**config.mk**
```make
export PLATFORM = sky130hd
export DESIGN_NAME = spi_port
export DESIGN_NICKNAME = d
export VERILOG_FILES = /design/src/rtl/spi_port_pkg.sv /design/src/rtl/spi_nss_filter.sv /design/src/rtl/spi_rate_gen.sv /design/src/rtl/spi_shift_core.sv /design/src/rtl/spi_port.sv
export SDC_FILE = /design/constraint.sdc
export NUM_CORES = 1
export LEC_CHECK = 0
export ABC_AREA = 1
export BUFFER_PORTS_ARGS = -buffer_cell sky130_fd_sc_hd__buf_4
export CAP_MARGIN = 10
export CORE_MARGIN = 3
export CORE_UTILIZATION = 65
export CTS_BUF_LIST = sky130_fd_sc_hd__clkbuf_8
export CTS_CLUSTER_SIZE = 16
export DETAILED_ROUTE_END_ITERATION = 8
export PLACE_DENSITY = 0.9
export SETUP_SLACK_MARGIN = 0.05
export SKIP_LAST_GASP = 1
export SLEW_MARGIN = 0
export SYNTH_ARGS = -nofsm -noshare
export SYNTH_HDL_FRONTEND = slang
export SYNTH_HIERARCHICAL = 1
export SYNTH_SLANG_ARGS = --single-unit
```
**constraint.sdc**
```tcl
create_clock -name clk -period 5.6 [get_ports clk]
set_input_delay 0.56 -clock clk [delete_from_list [all_inputs] [get_ports clk]]
set_output_delay 0.56 -clock clk [all_outputs]
set_load 0.05 [all_outputs]
```
**src/rtl/spi_port_pkg.sv**
```systemverilog
package spi_port_pkg;
  localparam int XFER_W = 8;
  localparam int CNT_W  = $clog2(XFER_W);

  typedef enum logic [1:0] {
    A_CFG  = 2'd0,
    A_DATA = 2'd1,
    A_DIV  = 2'd2
  } reg_addr_e;

  // Bit positions in the configuration/status register
  localparam int B_BUSY   = 7;
  localparam int B_MASTER = 6;
  localparam int B_PHASE  = 5;
  localparam int B_POLAR  = 4;
  localparam int B_SEL    = 3;
  localparam int B_RAW    = 2;
  localparam int B_SHE    = 1;
  localparam int B_RXE    = 0;
endpackage

```
**src/rtl/spi_nss_filter.sv**
```systemverilog
module spi_nss_filter #(
  parameter int STABLE = 3
) (
  input  logic clk,
  input  logic rst_n,
  input  logic pin,
  output logic filt
);
  logic [STABLE-1:0] hist;

  always_ff @(posedge clk or negedge rst_n) begin
    if (!rst_n) begin
      hist <= '1;
      filt <= 1'b1;
    end else begin
      hist <= {hist[STABLE-2:0], pin};
      if (&hist)        filt <= 1'b1;
      else if (~|hist)  filt <= 1'b0;
    end
  end
endmodule

```
**src/rtl/spi_rate_gen.sv**
```systemverilog
module spi_rate_gen #(
  parameter int DIV_W = 8
) (
  input  logic             clk,
  input  logic             rst_n,
  input  logic             en,
  input  logic [DIV_W-1:0] div,
  output logic             tick
);
  logic [DIV_W-1:0] cnt;

  assign tick = en && (cnt == div);

  always_ff @(posedge clk or negedge rst_n) begin
    if (!rst_n)             cnt <= '0;
    else if (!en || tick)   cnt <= '0;
    else                    cnt <= cnt + 1'b1;
  end
endmodule

```
**src/rtl/spi_shift_core.sv**
```systemverilog
module spi_shift_core #(
  parameter int W = 8
) (
  input  logic         clk,
  input  logic         rst_n,
  input  logic         clr,
  input  logic         load,
  input  logic [W-1:0] load_byte,
  input  logic         lead,
  input  logic         trail,
  input  logic         cpha,
  input  logic         in_bit,
  output logic         out_bit,
  output logic         done,
  output logic [W-1:0] rx_byte
);
  localparam int CW = $clog2(W);
  localparam logic [CW-1:0] LAST = CW'(W - 1);

  logic [W-1:0]  sr;
  logic [CW-1:0] cnt;
  logic          samp;
  logic          in_sel;

  assign in_sel  = cpha ? in_bit : samp;
  assign rx_byte = {sr[W-2:0], in_sel};
  assign done    = trail && (cnt == LAST);

  always_ff @(posedge clk or negedge rst_n) begin
    if (!rst_n) begin
      sr      <= '0;
      cnt     <= '0;
      samp    <= 1'b0;
      out_bit <= 1'b0;
    end else if (load) begin
      sr  <= load_byte;
      cnt <= '0;
      if (!cpha) out_bit <= load_byte[W-1];
    end else if (clr) begin
      cnt <= '0;
    end else if (lead) begin
      if (cpha) out_bit <= sr[W-1];
      else      samp    <= in_bit;
    end else if (trail) begin
      sr  <= {sr[W-2:0], in_sel};
      cnt <= cnt + 1'b1;
      if (!cpha) out_bit <= sr[W-2];
    end
  end
endmodule

```
**src/rtl/spi_port.sv**
```systemverilog
module spi_port
  import spi_port_pkg::*;
#(
  parameter int DIV_W      = 8,
  parameter int NSS_STABLE = 3
) (
  input  logic       clk,
  input  logic       rst_n,
  input  logic       reg_wr,
  input  logic       reg_rd,
  input  logic [1:0] reg_addr,
  input  logic [7:0] reg_wdata,
  output logic [7:0] reg_rdata,
  input  logic       sck_i,
  output logic       sck_o,
  output logic       sck_oe,
  input  logic       mosi_i,
  output logic       mosi_o,
  output logic       mosi_oe,
  input  logic       miso_i,
  output logic       miso_o,
  output logic       miso_oe,
  input  logic       nss_i
);
  logic              master_q, cpha_q, cpol_q;
  logic [DIV_W-1:0]  div_q;
  logic [XFER_W-1:0] txbuf, rxbuf, rx_byte;
  logic              tx_full, rx_full;
  logic              m_busy, m_phase, sck_lvl;
  logic              s_busy, sr_empty, reload_pend;
  logic [2:0]        ss;
  logic [1:0]        ms;
  logic              nss_filt, sel, tick;
  logic              m_lead, m_trail, s_lead, s_trail, lead, trail;
  logic              s_lvl_now, s_lvl_prev;
  logic              m_start, s_load, load, clr, done, core_out, in_bit;
  logic              wr_cfg, wr_data, wr_div, rd_data, busy;
  logic [7:0]        status;

  spi_nss_filter #(.STABLE(NSS_STABLE)) u_filt (
    .clk(clk), .rst_n(rst_n), .pin(nss_i), .filt(nss_filt)
  );

  spi_rate_gen #(.DIV_W(DIV_W)) u_rate (
    .clk(clk), .rst_n(rst_n), .en(master_q && m_busy), .div(div_q), .tick(tick)
  );

  spi_shift_core #(.W(XFER_W)) u_core (
    .clk(clk), .rst_n(rst_n), .clr(clr), .load(load), .load_byte(txbuf),
    .lead(lead), .trail(trail), .cpha(cpha_q), .in_bit(in_bit),
    .out_bit(core_out), .done(done), .rx_byte(rx_byte)
  );

  assign sel     = !nss_filt;
  assign wr_cfg  = reg_wr && (reg_addr == A_CFG);
  assign wr_data = reg_wr && (reg_addr == A_DATA);
  assign wr_div  = reg_wr && (reg_addr == A_DIV);
  assign rd_data = reg_rd && (reg_addr == A_DATA);

  // Edge events: master from divider ticks, slave from synchronized SCK
  assign m_lead     = master_q && m_busy && tick && !m_phase;
  assign m_trail    = master_q && m_busy && tick &&  m_phase;
  assign s_lvl_now  = ss[1] ^ cpol_q;
  assign s_lvl_prev = ss[2] ^ cpol_q;
  assign s_lead     = !master_q && sel &&  s_lvl_now && !s_lvl_prev;
  assign s_trail    = !master_q && sel && !s_lvl_now &&  s_lvl_prev;
  assign lead       = m_lead  || s_lead;
  assign trail      = m_trail || s_trail;
  assign in_bit     = master_q ? miso_i : ms[1];

  assign m_start = master_q && !m_busy && tx_full;
  assign s_load  = !master_q && tx_full && !s_busy && !s_lead && !s_trail
                   && (sr_empty || reload_pend);
  assign load    = m_start || s_load;
  assign clr     = !master_q && !sel;

  always_ff @(posedge clk or negedge rst_n) begin
    if (!rst_n) begin
      master_q <= 1'b0;
      cpha_q   <= 1'b0;
      cpol_q   <= 1'b0;
      div_q    <= '0;
      ss       <= '0;
      ms       <= '0;
    end else begin
      if (wr_cfg) begin
        master_q <= reg_wdata[B_MASTER];
        cpha_q   <= reg_wdata[B_PHASE];
        cpol_q   <= reg_wdata[B_POLAR];
      end
      if (wr_div) div_q <= reg_wdata[DIV_W-1:0];
      ss <= {ss[1:0], sck_i};
      ms <= {ms[0], mosi_i};
    end
  end

  // Transmit and receive buffers
  always_ff @(posedge clk or negedge rst_n) begin
    if (!rst_n) begin
      txbuf   <= '0;
      tx_full <= 1'b0;
      rxbuf   <= '0;
      rx_full <= 1'b0;
    end else begin
      if (load) tx_full <= 1'b0;
      if (wr_data) begin
        txbuf   <= reg_wdata;
        tx_full <= 1'b1;
      end
      if (rd_data) rx_full <= 1'b0;
      if (done) begin
        rxbuf   <= rx_byte;
        rx_full <= 1'b1;
      end
    end
  end

  // Master sequencing
  always_ff @(posedge clk or negedge rst_n) begin
    if (!rst_n) begin
      m_busy  <= 1'b0;
      m_phase <= 1'b0;
      sck_lvl <= 1'b0;
    end else if (!master_q) begin
      m_busy  <= 1'b0;
      m_phase <= 1'b0;
      sck_lvl <= 1'b0;
    end else if (m_start) begin
      m_busy  <= 1'b1;
      m_phase <= 1'b0;
      sck_lvl <= 1'b0;
    end else if (m_lead) begin
      m_phase <= 1'b1;
      sck_lvl <= 1'b1;
    end else if (m_trail) begin
      m_phase <= 1'b0;
      sck_lvl <= 1'b0;
      if (done) m_busy <= 1'b0;
    end
  end

  // Slave state
  always_ff @(posedge clk or negedge rst_n) begin
    if (!rst_n) begin
      s_busy      <= 1'b0;
      sr_empty    <= 1'b1;
      reload_pend <= 1'b0;
    end else begin
      if (master_q || !sel)     s_busy <= 1'b0;
      else if (s_lead)          s_busy <= 1'b1;
      else if (s_trail && done) s_busy <= 1'b0;

      if (s_load)                   sr_empty <= 1'b0;
      else if (s_trail && done)     sr_empty <= !tx_full;
      else if (s_lead || s_trail)   sr_empty <= 1'b0;

      if (master_q || s_load)                 reload_pend <= 1'b0;
      else if (s_trail && done && tx_full)    reload_pend <= 1'b1;
    end
  end

  assign busy   = m_busy || s_busy;
  assign status = {busy, master_q, cpha_q, cpol_q, sel, nss_i,
                   master_q | sr_empty, master_q | ~rx_full};

  always_comb begin
    case (reg_addr)
      A_CFG:   reg_rdata = status;
      A_DATA:  reg_rdata = rxbuf;
      A_DIV:   reg_rdata = 8'(div_q);
      default: reg_rdata = 8'h00;
    endcase
  end

  assign sck_o   = cpol_q ^ sck_lvl;
  assign sck_oe  = master_q;
  assign mosi_o  = core_out;
  assign mosi_oe = master_q;
  assign miso_o  = core_out;
  assign miso_oe = !master_q && sel;
endmodule

```
==> impl_metrics.tcl <==
set metrics [dict create \
    fmax_mhz 417 \
    wl_per_cell_um 14.7 \
    mostFrequentLayoutCells "121 x nand2_1, 59 x dfrtp_1, 48 x inv_1" \
    slew_viol_final 0 \
    fin_setup_tns_ns 0 \
    initial_core_util_pct 69.5 \
    slew_headroom_pct 46.5 \
    power_density_nw_per_um2 384 \
    required_ns 5.85 \
    rsz0062_at_grt "no" \
    gp_congestion 0.864 \
    core_sq_um 4910 \
    cts-root-buf "clkbuf_8" \
    finalNetCount 446 \
    avgSynthCellArea_sq_um 8.48 \
    grt_pass1_vias 2635 \
    period_share_pct 42.8 \
    end_kind "flip-flop" \
    grt-ovfl-total 0 \
    yosys_warnings 6 \
    clk_latency_ns 0.35 \
    antenna_found_initial 0 \
    place_area_sq_um 3570 \
    worstPathArrival_ns 2.65 \
    grt_start_max_net_pins 65 \
    postCtsSetupBuffers 0 \
    io-pin-count 32 \
    path_clk_slew_ns 0.07 \
    synth_cells 402 \
    tightest_slew_ns 0.802 \
    htree_levels 3 \
    n_antenna_cell 0 \
    syn_nets 423 \
    ant_nets 0 \
    grtUsageTotal_pct 26.4 \
    cts.sinks 64 \
    cts_buffer_depth 2 \
    via_count 2692 \
    drc 0 \
    drive_above_1_share_pct 27.0 \
    hold_viol 0 \
    crit_path_max_fanout 13 \
    dp.cells 481 \
    finalSetupViolations 0 \
    cts_buffers 9 \
    hp-class "primary input to async pin" \
    floorplan.die.height_um 78.4 \
    vdd_ir_drop_max_mv 0.244 \
    skew_ns 0.0108 \
    cts_resized 0 \
    hpwl_mm 5.07 \
    ys_seq_area_share_pct 47.1 \
    mostFrequentLayoutCell "nand2_1" \
    ctsHoldBuffers 0 \
    port_buffers 31 \
    synth_seq_cells 64 \
    fin_crit_ns 2.40 \
    syn2layout_area_growth_pct 11.2 \
    fin_cells 497 \
    num_rows 25 \
    maxCapViolCount 0 \
    ys_types 29 \
    grt_pass1_wl_mm 12.5 \
    synth_area_sq_um 3410 \
    crit_type "flip-flop to flip-flop" \
    die_area_sq_um 6150 \
    first_pass_iters 6 \
    p_leak_nw 1.87 \
    cts_tree "built" \
    status "complete, no violations" \
    startpoint_type "flip-flop" \
    die_w_um 78.4 \
    drt-vias-per-instance 5.42 \
    drt-initial-drc-count 262 \
    wirelength_mm 7.31 \
    finalInstanceArea_sq_um 3790 \
]
[worst max-delay path, cell delays in order, from the launching register on]
cell,delay (ns)
dfrtp_1,0.58
nor2_4,0.27
nand3_2,0.16
nand3_2,0.14
nand2_1,0.28
nor2_1,0.40
nor2_4,0.10
nor2_1,0.20
nand2_1,0.07
o21ai_0,0.10
[through the flow]
stage                     worst slack [ns]  util [%]  power (W)  hold slack, ns
after floorplan                       3.40         -   0.000949           0.264
after global placement                3.43      72.6   0.000988           0.337
after detailed placement              3.36      72.6    0.00101           0.343
after CTS                             3.29      77.2    0.00146           0.309
after global routing                  3.01      77.2    0.00154           0.304
final                                 3.20      77.2    0.00146           0.303
[flip-flops by register name, indices dropped and copies added (netlist names), 2 cells and up]
| name | flops |
|---|---|
| txbuf | 8 |
| ms | 2 |
| ss | 3 |
| u_rate/cnt | 8 |
| u_core/sr | 8 |
| rxbuf | 8 |
| div_q | 8 |
| u_core/cnt | 3 |
| u_filt/hist | 3 |
[routing by layer]
layer / GRT usage [%] / share of wire [%] / wire, um / vias to the layer above
li1: - / - / - / 1293
met1: 33.5 / 40 / 2930 / 1270
met2: 41.5 / 50 / 3630 / 104
met3: 7.80 / 6.5 / 478 / 25
met4: 12.6 / 3.8 / 278 / 0
met5: 0 / 0 / 0 / -
[area by class of cell]
cell class                 instances  area (sq um)
fill                             359          1120
inverter                          54           208
sequential                        64          1610
clock buffer                      10           138
multi-input combinational        265          1430
clock inverter                     6          90.1
timing repair buffer              31           233
tap                               67          83.8
[cells by family (layout without fill, tap and decap cells)]
logic type	after synthesis	in the layout	synth area share, %
xor gates and xnor gates	9	9	2.31
buffers and inverters	73	101	10.8
DFF	64	64	47.1
AOI/OAI and AO/OA	62	62	12.4
adders and majority gates	3	3	1.10
and+or+nand+nor	191	191	26.3
[where the power goes]
| group | switching, W | leakage [nW] | internal, W |
|---|---|---|---|
| combinational | 0.000259 | 0.938 | 0.000138 |
| sequential | 0.0000745 | 0.815 | 0.000536 |
| clock | 0.000186 | 0.113 | 0.000264 |
| total | 0.000520 | 1.87 | 0.000939 |
[path summary, 6_finish.rpt]
path,to,startpoint,depth (start not counted),slack (ns)
worst max-delay path,u_core/cnt[2],mosi_oe,9,3.20
worst min-delay path,ss[2],rst_n,1,0.30
worst max register to register,u_core/cnt[2],mosi_oe,9,3.20
worst min register to register,ss[1],ss[0],0,0.35
max in group asynchronous,rxbuf[7],rst_n,1,4.77
min in group clk,ms[0],mosi_i,1,0.32
[synth_stat cells]
master      n  area share [%]
nand2_4     4             1.3
o21ai_0    25             3.7
dfstp_2     5             3.9
nand2_1   121              13
ha_1        3             1.1
or2_2       6             1.1
xnor2_1     5             1.3
a21o_1      1            0.22
xor2_1      4             1.0
nand4_1     3            0.55
clkbuf_1    2            0.22
o21ai_2    23             5.9
a21oi_1     1            0.15
o211ai_1    8             1.8
nor2_1     19             2.1
a21boi_0    1            0.22
buf_6       7             2.3
dfrtp_1    59              43
inv_2       4            0.44
inv_1      48             5.3
nand2_2    10             1.8
nor2_4      5             1.7
nor3_2      2            0.59
buf_4      10             2.2
inv_4       2            0.37
o21ai_1     3            0.44
nand3_1    13             1.9
nor2_2      4            0.73
nand3_2     4             1.2
Note: power is estimated with default switching activity, not from simulation.
